File: src/rtl/edid_tx_pkg.sv
package edid_tx_pkg;
    parameter int ADDR_W = 7;
    localparam int BYTE_W = 8;
    localparam int SLOT_W = 4;
    localparam logic [SLOT_W-1:0] SLOT_IDLE = SLOT_W'(BYTE_W);
    localparam logic [SLOT_W-1:0] SLOT_LSB  = SLOT_W'(BYTE_W - 1);

    typedef struct packed {
        logic [SLOT_W-1:0] slot;
        logic [BYTE_W-2:0] rest;
        logic [ADDR_W-1:0] addr;
        logic              oe;
        logic              dout;
        logic              req;
        logic              irq;
    } seq_state_t;
endpackage

File: src/rtl/vclk_edge_sync.sv
module vclk_edge_sync #(
    parameter int STAGES = 2
) (
    input  logic clk,
    input  logic rst_n,
    input  logic async_in,
    output logic rise
);
    logic [STAGES:0] chain_d, chain_q;

    always_comb begin
        chain_d = {chain_q[STAGES-1:0], async_in};
    end

    always_ff @(posedge clk or negedge rst_n) begin
        if (!rst_n) chain_q <= '0;
        else        chain_q <= chain_d;
    end

    assign rise = chain_q[STAGES-1] & ~chain_q[STAGES];

    // a detected rise lasts exactly one cycle
    p_single_rise_r2: assert property (@(posedge clk) disable iff (!rst_n)
        rise |=> !rise);
endmodule

File: src/rtl/edid_bit_seq.sv
module edid_bit_seq
    import edid_tx_pkg::*;
(
    input  logic              clk,
    input  logic              rst_n,
    input  logic              tick,
    input  logic              en,
    input  logic [BYTE_W-1:0] byte_in,
    output logic [ADDR_W-1:0] addr,
    output logic              req,
    output logic              oe,
    output logic              dout,
    output logic              irq
);
    seq_state_t st_d, st_q;

    always_comb begin
        st_d     = st_q;
        st_d.req = 1'b0;
        st_d.irq = 1'b0;
        if (!en) begin
            st_d.slot = '0;
            st_d.oe   = 1'b0;
            st_d.dout = 1'b0;
        end else if (tick) begin
            if (st_q.slot == SLOT_IDLE) begin
                st_d.oe   = 1'b0;
                st_d.dout = 1'b0;
                st_d.req  = 1'b1;
                st_d.addr = st_q.addr + 1'b1;
                st_d.slot = '0;
            end else begin
                st_d.oe = 1'b1;
                if (st_q.slot == '0) begin
                    st_d.dout = byte_in[BYTE_W-1];
                    st_d.rest = byte_in[BYTE_W-2:0];
                end else begin
                    st_d.dout = st_q.rest[BYTE_W-2];
                    st_d.rest = {st_q.rest[BYTE_W-3:0], 1'b0};
                end
                st_d.irq  = (st_q.slot == SLOT_LSB);
                st_d.slot = st_q.slot + 1'b1;
            end
        end
    end

    always_ff @(posedge clk or negedge rst_n) begin
        if (!rst_n) st_q <= '0;
        else        st_q <= st_d;
    end

    assign addr = st_q.addr;
    assign req  = st_q.req;
    assign oe   = st_q.oe;
    assign dout = st_q.dout;
    assign irq  = st_q.irq;

    p_release_off_r1: assert property (@(posedge clk) disable iff (!rst_n)
        !en |=> !oe);
    p_req_pulse_r6: assert property (@(posedge clk) disable iff (!rst_n)
        req |=> !req);
    p_addr_only_on_req_r6: assert property (@(posedge clk) disable iff (!rst_n)
        (addr != $past(addr)) |-> req);
    p_addr_step_r8: assert property (@(posedge clk) disable iff (!rst_n)
        req |-> (addr == ADDR_W'($past(addr) + 1'b1)));
    p_irq_apart_r7: assert property (@(posedge clk) disable iff (!rst_n)
        !(irq && req));
    p_irq_pulse_r7: assert property (@(posedge clk) disable iff (!rst_n)
        irq |=> !irq);
    p_idle_slot_r4: assert property (@(posedge clk) disable iff (!rst_n)
        req |-> !oe);
    p_quiet_line_r11: assert property (@(posedge clk) disable iff (!rst_n)
        !oe |-> !dout);
endmodule

File: src/rtl/edid_vsync_tx.sv
module edid_vsync_tx
    import edid_tx_pkg::*;
#(
    parameter int SYNC_STAGES = 2
) (
    input  logic              clk,
    input  logic              rst_n,
    input  logic              vclk_in,
    input  logic              tx_en,
    input  logic [7:0]        rd_data,
    output logic [ADDR_W-1:0] rd_addr,
    output logic              rd_req,
    output logic              sda_oe,
    output logic              sda_out,
    output logic              irq
);
    logic vclk_rise;

    vclk_edge_sync #(.STAGES(SYNC_STAGES)) u_sync (
        .clk      (clk),
        .rst_n    (rst_n),
        .async_in (vclk_in),
        .rise     (vclk_rise)
    );

    edid_bit_seq u_seq (
        .clk     (clk),
        .rst_n   (rst_n),
        .tick    (vclk_rise),
        .en      (tx_en),
        .byte_in (rd_data),
        .addr    (rd_addr),
        .req     (rd_req),
        .oe      (sda_oe),
        .dout    (sda_out),
        .irq     (irq)
    );
endmodule

File: config.mk
export PLATFORM = sky130hd
export DESIGN_NAME = edid_vsync_tx
export DESIGN_NICKNAME = d
export VERILOG_FILES = /design/src/rtl/edid_tx_pkg.sv /design/src/rtl/vclk_edge_sync.sv /design/src/rtl/edid_bit_seq.sv /design/src/rtl/edid_vsync_tx.sv
export SDC_FILE = /design/constraint.sdc
export NUM_CORES = 1
export LEC_CHECK = 0
export BUFFER_PORTS_ARGS = -buffer_cell sky130_fd_sc_hd__buf_2
export CAP_MARGIN = 0
export CORE_MARGIN = 5
export CORE_UTILIZATION = 55
export CTS_BUF_LIST = sky130_fd_sc_hd__clkbuf_4 sky130_fd_sc_hd__clkbuf_8
export CTS_CLUSTER_DIAMETER = 30
export DETAILED_ROUTE_END_ITERATION = 10
export HOLD_SLACK_MARGIN = 0.03
export PLACE_DENSITY = 0.79
export SETUP_SLACK_MARGIN = 0.1
export SYNTH_ARGS = -nofsm -noshare
export SYNTH_HDL_FRONTEND = slang
export SYNTH_SLANG_ARGS = --single-unit
File: constraint.sdc
create_clock -name clk -period 3.8 [get_ports clk]
set_input_delay 0.19 -clock clk [delete_from_list [all_inputs] [get_ports clk]]
set_output_delay 0.19 -clock clk [all_outputs]
set_load 0.05 [all_outputs]
After elaboration in Yosys (flattened, before gate mapping) --
Cells that the tools add are included.
Word-level totals: word-level logic and storage cells 31, output and inout bits 11, bits in registers 25
Operators by class: reduce and logical (&&, ||, !) cells 3, add/subtract/negate cells 2, equality and inequality tests 3, bitwise logic cells 3, muxes and demuxes 12
Operator list (count):
- two-way mux 22 bit | 1
- two-way mux 7 bit | 3
- two-way mux 4 bit | 2
- adder 7 x 1 -> 7 bit, second input constant | 1
- two-way mux 2 bit | 3
- AND reduction 3 bit | 2
- adder 4 x 1 -> 4 bit, second input constant | 1
- equality test 4 x 3 -> 1 bit, second input constant | 1
- equality test 4 bit, second input constant | 1
- logical NOT 4 bit | 1
- two-way mux 1 bit | 3
- != test 2 x 1 -> 1 bit, second input constant | 1
- NOT 1 bit | 2
- bitwise AND 1 bit | 1

Logic depth before layout (Yosys ltp) --
depth in word-level cells 5, gate-level depth with buffers 6, mapped depth without buffers 5

By module --
Synthesis repeated with hierarchy kept, for this count alone.
Unflattened totals: cells, all modules 100, area, all modules 1214.9 um2
By module, submodules not included:
- edid_bit_seq | seq. area each 550.5 um2, times used 1, cells each 96, area each 1126.1 um2
- vclk_edge_sync | seq. area each 75.1 um2, times used 1, cells each 4, area each 88.8 um2

Least setup slack after synthesis --
No wires, ideal clock.
path type register to register, from reg u_seq.st_q[18] (netlist name), to reg u_seq.st_q, in the netlist u_seq.addr[1], cell stages (with the launch flop) 6, setup slack 2.351 ns, arrival time 1.324 ns, period minus slack after synthesis 1.449 ns, setup time 0.125 ns, path through dfrtp_1 -> inv_1 -> ha_1 -> nand3b_4 -> nor2_1 -> mux2_2
On the way: cells in the longest elaborated chain, start to end 2
RTL lines:
- from (decl) | RTL line edid_bit_seq.sv:15 | seq_state_t st_d, st_q;
- from (signal assigned) | RTL line edid_bit_seq.sv:49 | else st_q <= st_d;
- equality test 4 bit | RTL line edid_bit_seq.sv:26 | if (st_q.slot == SLOT_IDLE) begin
- AND reduction 3 bit (no line)
No other way between the ends. A chain may end at the register's enable or synchronous reset.

Worst setup path after layout --
from reg u_seq.st_q[18] (netlist name), to reg u_seq.st_q[17] (netlist name)
On the way: cells in the longest elaborated chain, start to end 3, elaborated cells on any way between the ends 5
RTL lines (RTL line):
- equality test 4 bit | edid_bit_seq.sv:26
- NOT 1 bit (no line)
- AND reduction 3 bit (no line)
Several ways; a longest one is shown, not always the timed one.

==> results.md <==
- The signal arrival time at the worst endpoint is 2410 ps.
- Of all cell types, the one taking the most synthesized area is sky130_fd_sc_hd__dfrtp_1.
- IR analysis of the VDD net gives a maximum drop of 0.265 mV.
- Timing would allow up to 0.451 GHz.
- After Yosys synthesis, full adders, half adders and majority gates account for 3.14% of the synthesized area.
- The clock arrives with 3.94 ps of skew.
- Cells with a size suffix above 1 make up 25.4% of the layout.
- The count of cells in the finished layout, fillers not included, comes to 149.
- For the worst flop-to-flop path, the logic depth is 5.
- The worst path in the final design needs a cycle of 2220 ps, including I/O delays and setup.
- The worst setup path is of the reg -> reg kind.
- Sorting the synthesized cells by area gives the leading types as sky130_fd_sc_hd__dfrtp_1 (52%), sky130_fd_sc_hd__buf_4 (5.6%), sky130_fd_sc_hd__a21oi_1 (5.4%).
- The count of filler cells inserted in the layout is 165.
- For this run the aggregate overflow at the end of global routing stands at 0.
- The post-place setup slack is 1590 ps.
- The area of the core is 2020 sq um.
- The number of cells after detailed placement is 143.
- Dividing the detail-routed wire length by the instance count gives 13.7 microns.
- After the last flow step, the layout net total stands at 138.
- The DRC marker count from the first detailed-route iteration is 19.
- Setup repair after global routing left no endpoint under its margin.
- The clock tree root driver cell is sky130_fd_sc_hd__clkbuf_4.
- The initial core utilization is 59.2%.
- The mean number of vias per cell is 5.42.
- The repair_antennas step left the layout with diodes totalling 0.
- The worst hold path was traced through 2 stages.
- The number of max-cap violations is 0.
- The count of final hold-check violations came to 0.
- The run finished with clean final reports.
- The via total after detailed routing is 808.
- The post-synthesis instance area is 1200 sq um.
- By instance count, the leading cell after synthesis is sky130_fd_sc_hd__dfrtp_1.
- For this design the static power due to leakage is 0.686 nW.
- The portion of synthesized area spent on multiplexers is 5.96%.
- Clock-pin slew was measured on the worst setup and hold paths at 130 ps.
- The maximum fanout along the worst path is 7.
- Detailed placement ended at an HPWL of 1500 microns.
- The timing startpoint of the critical path is u_seq.st_q[18]$_DFFE_PN0P_.
- In this run the horizontal extent of the chip is 56.6 microns.
- The worst-case headroom to the max-slew limit is 23.6%.
- After detailed routing, the total wire length is 2040 microns.
- By count the netlist is led by sky130_fd_sc_hd__dfrtp_1 (25), sky130_fd_sc_hd__a21oi_1 (13), sky130_fd_sc_hd__buf_4 (9).
- After detailed routing, the number of remaining DRC violations is 0.
- The count of H-tree levels built during CTS is 1.
- The first global-routing pass estimated 3810 microns of wire.
- Global routing consumed, over all layers together, 15.0% of the routing resources.
- The count of cell types in the netlist is 32.
- The routability congestion estimate is 0.831.
- The clock buffer count from CTS is 3.
- During I/O placement, the number of pins put on the boundary was 23.
- The number of standard cells after synthesis is 105.
- The max-slew violation total from the final report was 0.
- The post-synthesis to final-layout area growth is 9.31%.
- Measured on the finished design, the core utilization comes to 64.7%.
- The number of global-route vias before repair came to 839.
- The worst min-delay path startpoint is rd_data[0].
- The initialized floorplan defines 16 standard-cell rows.
- The post-synth net total is 120.
- The Yosys step of the flow raised 0 warnings.
- The reg2reg setup slack is 1580 ps.
- The worst-margin pin slew is 1140 ps.
- The die outline area is 3210 sq um.
- The worst setup path is launched from a flip-flop.
- Counting along the longest clock path gives a buffer depth of 2.
- The synthesized netlist devotes 11.6% of its cell area to compound gates.
- The number of register bits inferred by synthesis is 25.
- The synthesized netlist devotes 4.39% of its cell area to XOR and XNOR gates.
- In the finished design, the share of the clock period the worst path needs comes to 58.3%.
- The startpoint identified for the worst register-to-register timing path is u_seq.st_q[18]$_DFFE_PN0P_.
- The worst path meets setup with 1580 ps of slack.
- Summed over its instances, the top area cell type makes up 52.3% of the synthesized netlist area.
- The synthesized netlist devotes 13.8% of its cell area to simple gates.
- The number of input and output port buffers inserted is 22.
- The sequential cell area fraction in the yosys report is 52.3%.
- The prevailing post-synth register cell is sky130_fd_sc_hd__dfrtp_1.
- TritonCTS built the clock tree.
- In this run the mean area of a mapped cell was 11.4 sq um.
- The total setup violations reported at the end of the flow is 0.
- The CTS sink count is 25.
- The initial antenna violation count came to 0.
- The endpoint kind of the worst setup timing path is a flip-flop.
- The worst register-to-register path ends at u_seq.st_q[17]$_DFFE_PN0P_.
- The number of detailed-route iterations in the first pass is 4.
- The final total negative setup slack is 0 ps.
- The async set-reset flop share out of synthesis is 100%.
- The overall die height is 56.6 microns.
- The worst endpoint required time is 4000 ps.
- Once detail routing completed, the nets flagged for antenna violations numbered 0.
- The clock latency of the later-clocked register in the worst-skew pair is 300 ps.
- The power per cell area is 362 nW/um^2.
- The terminating pin of the worst hold path is u_seq.st_q[11]$_DFFE_PN0P_.
- After synthesis, the largest family of logic cells by area is simple AND/OR/NAND/NOR gates.
- The number of enable flip-flop cells after synthesis is 0.
- The class of the most critical hold timing path is in -> reg.
- Entering global routing, the biggest net connects 26 pins.
sequential cells by signal, indices dropped and copies added (netlist names):
signal and flops:
u_seq.st_q 11, u_seq.req 1, u_seq.dout 1, u_seq.irq 1, u_seq.oe 1, u_seq.addr 7
u_sync.chain_q 3
cell families (layout without fill, tap and decap cells):
kind of cell | count (synthesis) | in the layout
adder cells (fa/ha/maj) | 3 | 3
multiplexers | 7 | 7
buffers and inverters | 17 | 34
AO/OA/AOI/OAI | 23 | 23
AND/OR/NAND/NOR | 24 | 24
flip-flops | 25 | 25
XOR/XNOR | 6 | 6
cell type report:
| class | instances | area (sq um) | share of cell area [%] |
|---|---|---|---|
| inverter | 6 | 22.5 | 1.72 |
| timing repair buffer | 24 | 130 | 9.95 |
| clock buffer | 4 | 30.0 | 2.30 |
| multi-input combinational | 63 | 465 | 35.6 |
| sequential | 25 | 626 | 47.8 |
| tap | 27 | 33.8 | 2.58 |
critical path: stages (launching register included):
cell,delay (ps)
sky130_fd_sc_hd__dfrtp_1,440
sky130_fd_sc_hd__inv_1,90
sky130_fd_sc_hd__ha_1,250
sky130_fd_sc_hd__nor3b_1,940
sky130_fd_sc_hd__mux2i_1,300
sky130_fd_sc_hd__a21oi_1,80
power breakdown:
group          internal (mW)  total (mW)  switching (mW)
clock network         0.0481       0.120          0.0721
logic                 0.0256      0.0589          0.0332
registers              0.284       0.295          0.0107
total                  0.358       0.474           0.116
routing by layer:
metal	GRT usage [%]	vias up	share of wire (%)
met2	22.1	26	45
met5	0	-	0
li1	-	400	-
met4	7.12	0	1.9
met1	20.6	378	47
met3	3.67	4	6.0
cells in the final DEF (no fill, tap or decap):
master                          instances
sky130_fd_sc_hd__ha_1                   3
sky130_fd_sc_hd__nor4_1                 3
sky130_fd_sc_hd__clkbuf_4               4
sky130_fd_sc_hd__mux2i_1                6
sky130_fd_sc_hd__and3b_2                1
sky130_fd_sc_hd__nand3b_4               2
sky130_fd_sc_hd__nand2b_1               1
sky130_fd_sc_hd__and2_2                 1
sky130_fd_sc_hd__a32o_1                 1
sky130_fd_sc_hd__nor4b_1                1
sky130_fd_sc_hd__nand2_1                4
sky130_fd_sc_hd__o21ai_0                2
sky130_fd_sc_hd__a31oi_1                1
sky130_fd_sc_hd__dlygate4sd3_1          2
sky130_fd_sc_hd__a21oi_1               13
sky130_fd_sc_hd__buf_2                 22
sky130_fd_sc_hd__nor2_1                 1
sky130_fd_sc_hd__a21o_1                 1
sky130_fd_sc_hd__o31ai_1                2
sky130_fd_sc_hd__nor3_1                 3
sky130_fd_sc_hd__nor3b_1                1
sky130_fd_sc_hd__o311ai_1               1
sky130_fd_sc_hd__xnor2_1                1
sky130_fd_sc_hd__inv_1                  6
sky130_fd_sc_hd__o211ai_1               1
sky130_fd_sc_hd__dfrtp_1               25
sky130_fd_sc_hd__xor2_1                 5
sky130_fd_sc_hd__and2_1                 1
sky130_fd_sc_hd__mux2_2                 1
sky130_fd_sc_hd__nand3_1                4
sky130_fd_sc_hd__nand4_1                1
sky130_fd_sc_hd__a41oi_1                1
per-stage QoR:
step / hold WS, ps / area, sq um / total power [mW]
after floorplan: -106 / 1200 / 0.339
after global placement: 198 / 1260 / 0.356
after detailed placement: 204 / 1260 / 0.358
after CTS: 109 / 1310 / 0.481
after global routing: 117 / 1310 / 0.502
final: 117 / 1310 / 0.474
how the worst max path moves through the flow:
stage | to | slack, ps | cells past startpoint
after floorplan | u_seq.addr[1]$_DFFE_PN0P_ | 2350 | 5
after global placement | u_seq.st_q[13]$_DFFE_PN0P_ | 1650 | 5
after detailed placement | u_seq.st_q[16]$_DFFE_PN0P_ | 1590 | 5
after CTS | u_seq.st_q[17]$_DFFE_PN0P_ | 1570 | 5
after global routing | u_seq.st_q[17]$_DFFE_PN0P_ | 1420 | 5
final | u_seq.st_q[17]$_DFFE_PN0P_ | 1580 | 5
timing repair:
action / CTS / global route
gates resized for setup: 0 / 0
hold endpoints to repair: 26 / 0
hold buffers: 2 / 0
setup buffers: 0 / 0
(Power assumes the default switching activity.)
